## src/rtl/tmr_pkg.sv

```systemverilog
package tmr_pkg;
  localparam int unsigned ADDR_W = 3;

  typedef enum logic [ADDR_W-1:0] {
    RA_COUNT = 3'd0,
    RA_CMPA  = 3'd1,
    RA_CMPB  = 3'd2,
    RA_MASK  = 3'd3,
    RA_FLAG  = 3'd4
  } reg_addr_e;

  // flag / mask bit positions
  localparam int unsigned SRC_OVF  = 0;
  localparam int unsigned SRC_CMP0 = 1;
endpackage

```

## src/rtl/tmr_rst_sync.sv

```systemverilog
module tmr_rst_sync #(
  parameter int unsigned STAGES = 2
) (
  input  logic clk,
  input  logic rst_n_async,
  output logic rst_n_sync
);
  logic [STAGES-1:0] sync_q;

  always_ff @(posedge clk or negedge rst_n_async) begin
    if (!rst_n_async) begin
      sync_q <= '0;
    end else begin
      sync_q <= {sync_q[STAGES-2:0], 1'b1};
    end
  end

  assign rst_n_sync = sync_q[STAGES-1];
endmodule

```

## src/rtl/tmr_counter.sv

```systemverilog
module tmr_counter #(
  parameter int unsigned W = 8
) (
  input  logic         clk,
  input  logic         rst_n,
  input  logic         tick,
  input  logic         ld,
  input  logic [W-1:0] ld_val,
  output logic [W-1:0] cnt_o,
  output logic         cmp_ok_o,
  output logic         wrap_o
);
  localparam logic [W-1:0] CNT_MAX = '1;

  logic [W-1:0] cnt_q, cnt_d;
  logic         blk_q, blk_d;

  always_comb begin
    cnt_d = cnt_q;
    blk_d = blk_q;
    if (ld) begin
      cnt_d = ld_val;
      blk_d = 1'b1;
    end else if (tick) begin
      cnt_d = cnt_q + 1'b1;
      blk_d = 1'b0;
    end
  end

  always_ff @(posedge clk or negedge rst_n) begin
    if (!rst_n) begin
      cnt_q <= '0;
      blk_q <= 1'b0;
    end else begin
      cnt_q <= cnt_d;
      blk_q <= blk_d;
    end
  end

  assign cnt_o    = cnt_q;
  assign cmp_ok_o = tick & ~ld & ~blk_q;
  assign wrap_o   = tick & ~ld & (cnt_q == CNT_MAX);
endmodule

```

## src/rtl/tmr_match.sv

```systemverilog
module tmr_match #(
  parameter int unsigned W   = 8,
  parameter int unsigned NCH = 2
) (
  input  logic                    clk,
  input  logic                    rst_n,
  input  logic [NCH-1:0]          wr_en,
  input  logic [W-1:0]            wdata,
  input  logic [W-1:0]            cnt,
  input  logic                    cmp_ok,
  output logic [NCH-1:0][W-1:0]   cmp_val_o,
  output logic [NCH-1:0]          hit_o
);
  for (genvar ch = 0; ch < NCH; ch++) begin : g_ch
    logic [W-1:0] cmp_q, cmp_d;

    always_comb begin
      cmp_d = cmp_q;
      if (wr_en[ch]) cmp_d = wdata;
    end

    always_ff @(posedge clk or negedge rst_n) begin
      if (!rst_n) cmp_q <= '0;
      else        cmp_q <= cmp_d;
    end

    assign cmp_val_o[ch] = cmp_q;
    assign hit_o[ch]     = cmp_ok & (cnt == cmp_q);
  end
endmodule

```

## src/rtl/tmr_irq_ctl.sv

```systemverilog
module tmr_irq_ctl #(
  parameter int unsigned NSRC = 3
) (
  input  logic            clk,
  input  logic            rst_n,
  input  logic [NSRC-1:0] set_i,
  input  logic            clr_wr,
  input  logic            mask_wr,
  input  logic [NSRC-1:0] wbits,
  input  logic            gie,
  output logic [NSRC-1:0] flag_o,
  output logic [NSRC-1:0] mask_o,
  output logic [NSRC-1:0] irq_o
);
  logic [NSRC-1:0] flag_q, flag_d;
  logic [NSRC-1:0] mask_q, mask_d;
  logic [NSRC-1:0] clr_bits;

  always_comb begin
    clr_bits = clr_wr ? wbits : '0;
    flag_d   = (flag_q & ~clr_bits) | set_i;
    mask_d   = mask_wr ? wbits : mask_q;
  end

  always_ff @(posedge clk or negedge rst_n) begin
    if (!rst_n) begin
      flag_q <= '0;
      mask_q <= '0;
    end else begin
      flag_q <= flag_d;
      mask_q <= mask_d;
    end
  end

  assign flag_o = flag_q;
  assign mask_o = mask_q;
  assign irq_o  = flag_q & mask_q & {NSRC{gie}};
endmodule

```

## src/rtl/tmr8_dualcmp.sv

```systemverilog
module tmr8_dualcmp
  import tmr_pkg::*;
#(
  parameter int unsigned CW = 8
) (
  input  logic              clk,
  input  logic              rst_n,
  input  logic              tick,
  input  logic              gie,
  input  logic [ADDR_W-1:0] addr,
  input  logic              wr_en,
  input  logic [CW-1:0]     wdata,
  output logic [CW-1:0]     rdata,
  output logic              irq_ovf,
  output logic              irq_cmpa,
  output logic              irq_cmpb
);
  localparam int unsigned NCH  = 2;
  localparam int unsigned NSRC = NCH + 1;

  logic                  rst_ni;
  logic                  wr_cnt, wr_mask, wr_flag;
  logic [NCH-1:0]        wr_cmp;
  logic [CW-1:0]         cnt;
  logic                  cmp_ok, wrap;
  logic [NCH-1:0][CW-1:0] cmp_val;
  logic [NCH-1:0]        hit;
  logic [NSRC-1:0]       flag, mask, irq, set_src;
  logic [CW-1:0]         rd_d, rd_q;

  tmr_rst_sync #(.STAGES(2)) u_rst (
    .clk         (clk),
    .rst_n_async (rst_n),
    .rst_n_sync  (rst_ni)
  );

  // write decode
  always_comb begin
    wr_cnt    = wr_en & (addr == RA_COUNT);
    wr_cmp[0] = wr_en & (addr == RA_CMPA);
    wr_cmp[1] = wr_en & (addr == RA_CMPB);
    wr_mask   = wr_en & (addr == RA_MASK);
    wr_flag   = wr_en & (addr == RA_FLAG);
  end

  tmr_counter #(.W(CW)) u_cnt (
    .clk      (clk),
    .rst_n    (rst_ni),
    .tick     (tick),
    .ld       (wr_cnt),
    .ld_val   (wdata),
    .cnt_o    (cnt),
    .cmp_ok_o (cmp_ok),
    .wrap_o   (wrap)
  );

  tmr_match #(.W(CW), .NCH(NCH)) u_match (
    .clk       (clk),
    .rst_n     (rst_ni),
    .wr_en     (wr_cmp),
    .wdata     (wdata),
    .cnt       (cnt),
    .cmp_ok    (cmp_ok),
    .cmp_val_o (cmp_val),
    .hit_o     (hit)
  );

  always_comb begin
    set_src          = '0;
    set_src[SRC_OVF] = wrap;
    for (int i = 0; i < NCH; i++) set_src[SRC_CMP0 + i] = hit[i];
  end

  tmr_irq_ctl #(.NSRC(NSRC)) u_irq (
    .clk     (clk),
    .rst_n   (rst_ni),
    .set_i   (set_src),
    .clr_wr  (wr_flag),
    .mask_wr (wr_mask),
    .wbits   (wdata[NSRC-1:0]),
    .gie     (gie),
    .flag_o  (flag),
    .mask_o  (mask),
    .irq_o   (irq)
  );

  // registered read port
  always_comb begin
    rd_d = '0;
    case (addr)
      RA_COUNT: rd_d = cnt;
      RA_CMPA:  rd_d = cmp_val[0];
      RA_CMPB:  rd_d = cmp_val[1];
      RA_MASK:  rd_d[NSRC-1:0] = mask;
      RA_FLAG:  rd_d[NSRC-1:0] = flag;
      default:  rd_d = '0;
    endcase
  end

  always_ff @(posedge clk or negedge rst_ni) begin
    if (!rst_ni) rd_q <= '0;
    else         rd_q <= rd_d;
  end

  assign rdata    = rd_q;
  assign irq_ovf  = irq[SRC_OVF];
  assign irq_cmpa = irq[SRC_CMP0];
  assign irq_cmpb = irq[SRC_CMP0 + 1];
endmodule

```

## config.mk

```make
export PLATFORM = sky130hd
export DESIGN_NAME = tmr8_dualcmp
export DESIGN_NICKNAME = d
export VERILOG_FILES = /design/src/rtl/tmr_pkg.sv /design/src/rtl/tmr_rst_sync.sv /design/src/rtl/tmr_counter.sv /design/src/rtl/tmr_match.sv /design/src/rtl/tmr_irq_ctl.sv /design/src/rtl/tmr8_dualcmp.sv
export SDC_FILE = /design/constraint.sdc
export NUM_CORES = 1
export LEC_CHECK = 0
export ABC_AREA = 1
export CAP_MARGIN = 20
export CORE_MARGIN = 2
export CORE_UTILIZATION = 50
export DETAILED_ROUTE_END_ITERATION = 10
export PLACE_DENSITY = 0.82
export SLEW_MARGIN = 20
export SYNTH_ARGS = -nofsm -noshare
export SYNTH_HDL_FRONTEND = slang
export SYNTH_SLANG_ARGS = --single-unit
```

## constraint.sdc

```tcl
create_clock -name clk -period 1.4 [get_ports clk]
set_clock_uncertainty 0.15 [all_clocks]
set_input_delay 0.28 -clock clk [delete_from_list [all_inputs] [get_ports clk]]
set_output_delay 0.28 -clock clk [all_outputs]
set_load 0.01 [all_outputs]
```

==> impl_metrics.xml, run 1 <==
<?xml version="1.0" encoding="UTF-8"?>
<metrics>
  <group name="die">
    <metric name="fp.dieArea" unit="sq um">4860</metric>
    <metric name="ioPinCount" unit="">27</metric>
    <metric name="die_y" unit="microns">69.7</metric>
    <metric name="initial_utilization" unit="%">52.8</metric>
    <metric name="core-area" unit="sq um">4090</metric>
    <metric name="floorplan.rows" unit="">23</metric>
    <metric name="horizontal_extent_of_the_die" unit="microns">69.7</metric>
  </group>
  <group name="yosys">
    <metric name="synth.yosys.warnings" unit="">0</metric>
    <metric name="synthCells" unit="">274</metric>
    <metric name="synth.lib_cells_used.distinct" unit="">27</metric>
    <metric name="post-synth-top-area-cell" unit="">dfrtp_1</metric>
    <metric name="synth.top_cell.area_share" unit="%">47.5</metric>
    <metric name="synth_area" unit="sq um">2160</metric>
    <metric name="synth_area_leaders" unit="">dfrtp_1 (48%), nand2_1 (16%), inv_1 (5.6%), xnor2_1 (4.5%), o21ai_2 (3.2%)</metric>
    <metric name="share_of_synthesized_area_occupied_by_flip_flops_and_latches" unit="%">47.5</metric>
    <metric name="synth_nets" unit="">291</metric>
    <metric name="postSynthRegisterBits" unit="">41</metric>
    <metric name="avg_inst_size_synth" unit="sq um">7.88</metric>
  </group>
  <group name="layout">
    <metric name="fillCellCount" unit="">351</metric>
    <metric name="multiInputGateArea" unit="sq um">1010</metric>
    <metric name="area_growth" unit="%">28.0</metric>
    <metric name="final-seq-area" unit="sq um">1030</metric>
    <metric name="design.final.nets" unit="">343</metric>
    <metric name="finish.utilization" unit="%">67.6</metric>
    <metric name="fin_area" unit="sq um">2760</metric>
    <metric name="n_antenna_cell" unit="">0</metric>
    <metric name="final_layout_size_suffix_gt1_share" unit="%">22.0</metric>
  </group>
  <group name="detailed_routing">
    <metric name="detail_route.drc_violations" unit="">0</metric>
    <metric name="route.detailed.wl_per_inst" unit="microns">13.2</metric>
    <metric name="remaining_antenna_violation_count_after_routing" unit="">0</metric>
    <metric name="detail_route.iter0.violations" unit="">90</metric>
    <metric name="wl" unit="microns">4980</metric>
    <metric name="detail_route.first_pass.iterations" unit="">4</metric>
    <metric name="vias" unit="">1902</metric>
    <metric name="drt-vias-per-instance" unit="">5.05</metric>
  </group>
  <group name="cts">
    <metric name="clock_latency_reported_for_the_late_side_of_the_worst_skew_pair" unit="ns">0.30</metric>
    <metric name="cts_tree" unit="">yes</metric>
    <metric name="total_cts_buffers" unit="">5</metric>
    <metric name="clockRootBuffer" unit="">clkbuf_8</metric>
    <metric name="clock_tree_buf_depth" unit="">2</metric>
    <metric name="cts.sinks" unit="">41</metric>
    <metric name="cts-htree-levels" unit="">2</metric>
    <metric name="worst_setup_hold_path_clk_slew" unit="ns">0.07</metric>
  </group>
  <group name="critical_path">
    <metric name="worstSetupEndpointType" unit="">output pin</metric>
    <metric name="timing.critical_path.arrival" unit="ns">1.01</metric>
    <metric name="path_cells" unit="">inv_2 -&gt; nor3_2 -&gt; buf_2</metric>
    <metric name="timing.critical_path.from_type" unit="">register</metric>
    <metric name="cp_max_fo" unit="">2</metric>
    <metric name="worst-endpoint-required" unit="ns">0.97</metric>
    <metric name="cp_slowest_stage_delay" unit="ns">0.36</metric>
    <metric name="critPathKind" unit="">reg -&gt; out</metric>
    <metric name="crit_slowest_cell" unit="">dfrtp_1</metric>
  </group>
  <group name="status">
    <metric name="outcome" unit="">finished, violations left</metric>
    <metric name="violations_in_the_final_reports" unit="">setup timing</metric>
  </group>
  <group name="place">
    <metric name="gp_congestion" unit="">0.890</metric>
    <metric name="post_dp_cell_area" unit="sq um">2630</metric>
    <metric name="dp.final_hpwl" unit="microns">3640</metric>
    <metric name="io_buffers" unit="">26</metric>
  </group>
  <group name="timing">
    <metric name="timing.final.crit_share" unit="%">103</metric>
    <metric name="report.final.hold_viol_count" unit="">0</metric>
    <metric name="maxClockFrequency" unit="MHz">692</metric>
    <metric name="final-setup-viol-count" unit="">3</metric>
    <metric name="rsz0062_at_grt" unit="">true</metric>
    <metric name="timing_max_transition_violations_final" unit="">0</metric>
    <metric name="final_critical_path_required_period" unit="ns">1.44</metric>
    <metric name="layout_setup_ws" unit="ns">-0.0441</metric>
    <metric name="final.setup.tns" unit="ns">-0.0850</metric>
    <metric name="holdWs" unit="ns">0.0833</metric>
  </group>
  <group name="global_routing">
    <metric name="largest_net_degree_at_the_start_of_global_routing" unit="">40</metric>
    <metric name="globalRoute.totalOverflow" unit="">0</metric>
    <metric name="grt_first_pass_wirelength" unit="microns">8450</metric>
    <metric name="grtUsageTotal" unit="%">22.1</metric>
    <metric name="number_of_antenna_violations_at_the_first_check_in_global_routing" unit="">0</metric>
    <metric name="vias_in_the_first_global_route" unit="">1911</metric>
  </group>
  <group name="pwr">
    <metric name="vdd_drop_max" unit="V">0.000710</metric>
    <metric name="power" unit="mW">3.59</metric>
    <metric name="power_density" unit="nW/um^2">1300</metric>
    <metric name="power.leakage" unit="nW">1.41</metric>
  </group>
  <group name="job">
    <metric name="maxCapViolCount" unit="">0</metric>
  </group>
  <group name="min_path">
    <metric name="worst_hold_path_class" unit="">reg -&gt; async</metric>
  </group>
</metrics>
cell type report:
class / instances / area share [%]
clock buffers: 8 / 2.90
well taps: 50 / 2.26
inverters: 39 / 5.30
multi-input cells: 188 / 36.6
flip-flops and latches: 41 / 37.2
repair buffers: 51 / 15.8
synth_stat cells, drive strengths merged:
cell type,n
nand2,99
dfrtp,41
inv,39
o21ai,26
nor2,15
nand3,12
xnor2,11
o211ai,7
nor3,6
buf,5
o22ai,5
nand4,2
a21oi,1
clkbuf,1
conb,1
ha,1
o221ai,1
xor2,1
flip-flops by register name, indices dropped and copies added, names as in the netlist:
name	cells
u_irq.flag_o	3
u_cnt.blk_q	1
u_rst.sync_q	2
u_cnt.cnt_o	8
u_irq.mask_o	3
u_match.g_ch.cmp_q	16
rdata	8
where the power goes:
part           switching (mW)  internal (mW)
clock network           0.387          0.354
logic                   0.613          0.544
registers               0.264           1.42
per-stage QoR:
stage | setup WS [ns] | cells
4_1_cts | -0.0363 | 377
2_1_floorplan | 0.0246 | 274
5_1_grt | -0.115 | 377
3_3_place_gp | -0.543 | 367
3_5_place_dp | -0.547 | 367
6_report | -0.0441 | 377
cell usage in the layout, fill, tap and decap left out, drive strengths merged:
master	count
a21oi	1
buf	27
clkbuf	8
clkdlybuf4s15	2
clkdlybuf4s50	11
conb	1
dfrtp	41
dlygate4sd2	10
dlygate4sd3	1
ha	1
inv	39
nand2	99
nand3	12
nand4	2
nor2	15
nor3	6
o211ai	7
o21ai	26
o221ai	1
o22ai	5
xnor2	11
xor2	1
routing by layer:
metal  GRT usage [%]  routed length [microns]  vias to the layer above
met4            7.69                       65                        0
met5               0                        0                        -
met3            6.54                      279                        6
met1            27.4                     2240                      874
li1                -                        -                      968
met2            36.9                     2400                       54
timing repair:
action / in CTS / in global routing
resized for setup: 29 / 22
setup buffers: 1 / 0
endpoints found under the setup margin: 48 / 13
hold buffers: 1 / 0
hold endpoints to repair: 2 / 0
pin swaps: 4 / 1
cells by family (layout without fill, tap and decap cells):
group / Yosys count / count (layout) / synth area share, %
xor gates and xnor gates: 12 / 12 / 4.87
other: 1 / 1 / 0.174
and+or+nand+nor: 134 / 134 / 26.2
buffers and inverters: 45 / 98 / 8.69
DFF: 41 / 41 / 47.5
adders and majority gates: 1 / 1 / 0.579
AOI/OAI and AO/OA: 40 / 40 / 11.9
critical path, delay by kind of cell (launching register included):
kind                   cells  cell delay [ns]
buffers and inverters      2             0.20
DFF                        1             0.36
and+or+nand+nor            1             0.16
path summary, 6_finish.rpt:
path | startpoint | end | slack (ns) | cells after the start
worst min-delay path | u_rst.sync_q[1]$_DFF_PN0_ | u_match.g_ch[1].cmp_q[0]$_DFFE_PN0P_ | 0.08 | 1
min in group clk | u_rst.sync_q[0]$_DFF_PN0_ | u_rst.sync_q[1]$_DFF_PN0_ | 0.21 | 0
worst max-delay path | u_irq.flag_o[0]$_DFF_PN0_ | irq_ovf | -0.04 | 3
worst min register to register | u_rst.sync_q[1]$_DFF_PN0_ | u_match.g_ch[1].cmp_q[0]$_DFFE_PN0P_ | 0.08 | 1
worst max register to register | u_cnt.cnt_o[0]$_DFFE_PN0P_ | u_cnt.cnt_o[6]$_DFFE_PN0P_ | 0.05 | 6
max in group asynchronous | rst_n | u_rst.sync_q[1]$_DFF_PN0_ | 0.45 | 2
(Power assumes the default switching activity.)
==> run 2, diff against run 1 <==
Settings changed: ABC_CLOCK_PERIOD_IN_PS set to 1400.
==> results of run 2 <==
Final layout, timing and power as in run 1 (identical DEF).
==> run 3, diff against run 2 <==
Settings changed: CORE_UTILIZATION 50 to 35, PLACE_DENSITY 0.82 to 0.63.
==> run 3 against run 2 <==
Compared with the run above: the flow still finishes with violations (setup timing); cell area grew 7.4%; non-clock buffer count grew 13; clock-buffer cell count shrank 3; worst setup slack gained 0.032 ns; total power grew 14%; largest power group unchanged.
==> impl_metrics.xml, run 3 (synthesis gave the netlist of run 1 again) <==
<?xml version="1.0" encoding="UTF-8"?>
<metrics>
  <group name="layout">
    <metric name="n_antenna_cell" unit="">0</metric>
    <metric name="finish.utilization" unit="%">49.8</metric>
    <metric name="layout_common_cells" unit="">nand2_1 (93), dfrtp_1 (39), buf_4 (36)</metric>
    <metric name="fin_area" unit="sq um">2970</metric>
    <metric name="design.final.nets" unit="">357</metric>
    <metric name="max_flop_register" unit="">u_match.g_ch.cmp_q</metric>
    <metric name="area_growth" unit="%">37.4</metric>
    <metric name="layout.cells.most_common" unit="">nand2_1</metric>
    <metric name="final_layout_size_suffix_gt1_share" unit="%">26.7</metric>
    <metric name="final_cells" unit="">416</metric>
    <metric name="largest_register_ff_count" unit="">16</metric>
  </group>
  <group name="cts">
    <metric name="clockRootBuffer" unit="">clkbuf_8</metric>
    <metric name="cts-htree-levels" unit="">2</metric>
    <metric name="cts.sinks" unit="">41</metric>
    <metric name="worst_setup_hold_path_clk_slew" unit="ns">0.08</metric>
    <metric name="clock_tree_buf_depth" unit="">2</metric>
    <metric name="total_cts_buffers" unit="">5</metric>
    <metric name="cts_tree" unit="">yes</metric>
    <metric name="clock_latency_reported_for_the_late_side_of_the_worst_skew_pair" unit="ns">0.29</metric>
  </group>
  <group name="global_routing">
    <metric name="vias_in_the_first_global_route" unit="">1846</metric>
    <metric name="number_of_antenna_violations_at_the_first_check_in_global_routing" unit="">0</metric>
    <metric name="largest_net_degree_at_the_start_of_global_routing" unit="">40</metric>
    <metric name="grt_first_pass_wirelength" unit="microns">8960</metric>
    <metric name="globalRoute.totalOverflow" unit="">0</metric>
    <metric name="grtUsageTotal" unit="%">17.5</metric>
  </group>
  <group name="critical_path">
    <metric name="critical_path.reg2reg.startpoint" unit="">u_cnt.cnt_o[0]$_DFFE_PN0P_</metric>
    <metric name="cp_max_fo" unit="">2</metric>
    <metric name="cp_slowest_stage_delay" unit="ns">0.36</metric>
    <metric name="worstSetupEndpointType" unit="">output pin</metric>
    <metric name="timing.critical_path.arrival" unit="ns">0.98</metric>
    <metric name="timing.critical_path.from_type" unit="">register</metric>
    <metric name="startpoint" unit="">u_irq.flag_o[0]$_DFF_PN0_</metric>
    <metric name="critPathKind" unit="">reg -&gt; out</metric>
    <metric name="path_cells" unit="">inv_2 -&gt; nor3_2 -&gt; buf_2</metric>
    <metric name="worst-endpoint-required" unit="ns">0.97</metric>
    <metric name="crit_slowest_cell" unit="">dfrtp_1</metric>
  </group>
  <group name="detailed_routing">
    <metric name="detail_route.first_pass.iterations" unit="">4</metric>
    <metric name="wl" unit="microns">5470</metric>
    <metric name="vias" unit="">2003</metric>
    <metric name="remaining_antenna_violation_count_after_routing" unit="">0</metric>
    <metric name="detail_route.iter0.violations" unit="">113</metric>
    <metric name="drt-vias-per-instance" unit="">4.81</metric>
    <metric name="route.detailed.wl_per_inst" unit="microns">13.1</metric>
    <metric name="detail_route.drc_violations" unit="">0</metric>
  </group>
  <group name="timing">
    <metric name="layout_setup_ws" unit="ns">-0.0118</metric>
    <metric name="maxClockFrequency" unit="MHz">708</metric>
    <metric name="timing_max_transition_violations_final" unit="">0</metric>
    <metric name="timing.final.crit_share" unit="%">101</metric>
    <metric name="rsz0062_at_grt" unit="">true</metric>
    <metric name="report.final.hold_viol_count" unit="">0</metric>
    <metric name="final_critical_path_required_period" unit="ns">1.41</metric>
    <metric name="final.setup.tns" unit="ns">-0.0121</metric>
    <metric name="holdWs" unit="ns">0.0947</metric>
    <metric name="final-setup-viol-count" unit="">2</metric>
  </group>
  <group name="die">
    <metric name="floorplan.rows" unit="">28</metric>
    <metric name="initial_utilization" unit="%">36.3</metric>
    <metric name="fp.dieArea" unit="sq um">6810</metric>
    <metric name="core-area" unit="sq um">5960</metric>
    <metric name="ioPinCount" unit="">27</metric>
    <metric name="horizontal_extent_of_the_die" unit="microns">82.6</metric>
    <metric name="die_y" unit="microns">82.6</metric>
  </group>
  <group name="pwr">
    <metric name="power.leakage" unit="nW">1.52</metric>
    <metric name="vdd_drop_max" unit="V">0.000630</metric>
    <metric name="power_density" unit="nW/um^2">1380</metric>
  </group>
  <group name="job">
    <metric name="maxCapViolCount" unit="">0</metric>
  </group>
  <group name="status">
    <metric name="outcome" unit="">finished, violations left</metric>
    <metric name="violations_in_the_final_reports" unit="">setup timing</metric>
  </group>
  <group name="min_path">
    <metric name="worst_hold_path_class" unit="">reg -&gt; async</metric>
  </group>
  <group name="place">
    <metric name="post_dp_cell_area" unit="sq um">2710</metric>
    <metric name="dp.final_hpwl" unit="microns">3810</metric>
    <metric name="gp_congestion" unit="">0.805</metric>
    <metric name="io_buffers" unit="">26</metric>
    <metric name="dp.cells" unit="">399</metric>
  </group>
</metrics>
==> run 3: cell types whose count changed in the layout (fill, tap and decap cells not counted), moves of 2 or more <==
cell       delta
clkbuf_1      -3
o21ai_0       +3
bufinv_16     +2
buf_4        +13
o21ai_1       -3
==> run 3: repair_timing <==
item,in CTS,in global routing
pin swaps,4,5
gates cloned,1,0
buffers inserted,3,4
endpoints found under the hold margin,2,0
resized for setup,32,18
endpoints found under the setup margin,48,17
hold buffers,1,0
==> run 3: worst paths after layout <==
path	to	slack [ns]	cells past startpoint
worst max-delay path	irq_ovf	-0.01	3
worst min-delay path	u_match.g_ch[0].cmp_q[0]$_DFFE_PN0P_	0.09	1
worst max register to register	u_cnt.cnt_o[6]$_DFFE_PN0P_	0.02	6
worst min register to register	u_match.g_ch[0].cmp_q[0]$_DFFE_PN0P_	0.09	1
max in group asynchronous	u_rst.sync_q[1]$_DFF_PN0_	0.45	2
min in group clk	u_rst.sync_q[1]$_DFF_PN0_	0.21	0
==> run 3: final cells by class <==
| class | count | area [sq um] |
|---|---|---|
| Clock buffer | 5 | 68.8 |
| Sequential cell | 41 | 1030 |
| Inverter | 39 | 146 |
| Tap cell | 75 | 93.8 |
| Timing Repair Buffer | 64 | 532 |
| Clock inverter | 3 | 65.1 |
| Multi-Input combinational cell | 189 | 1030 |
| Fill cell | 570 | 2990 |
==> run 3: critical path: cells and delay by family, from the launching register on <==
family	cells	cell delay, ns
simple gates	1	0.15
flops	1	0.36
buf+inv	2	0.19
==> run 3: per-layer routing <==
| layer | track usage (%) | part of all wire [%] |
|---|---|---|
| met5 | 0 | 0 |
| met4 | 4.75 | 0.68 |
| met3 | 2.93 | 5.0 |
| met2 | 29.0 | 49 |
| met1 | 23.6 | 46 |
==> run 3: power breakdown <==
part	internal, mW	leakage (nW)	switching [mW]
registers	1.43	0.522	0.232
clock network	0.708	0.0681	0.417
logic	0.640	0.928	0.669
total	2.77	1.52	1.32
==> run 3: through the flow <==
| stage | power (mW) | worst slack [ns] |
|---|---|---|
| 2_1_floorplan | 2.40 | 0.0246 |
| 3_3_place_gp | 2.81 | -0.541 |
| 3_5_place_dp | 2.84 | -0.555 |
| 4_1_cts | 3.97 | -0.0342 |
| 5_1_grt | 4.37 | -0.0904 |
| 6_report | 4.09 | -0.0118 |
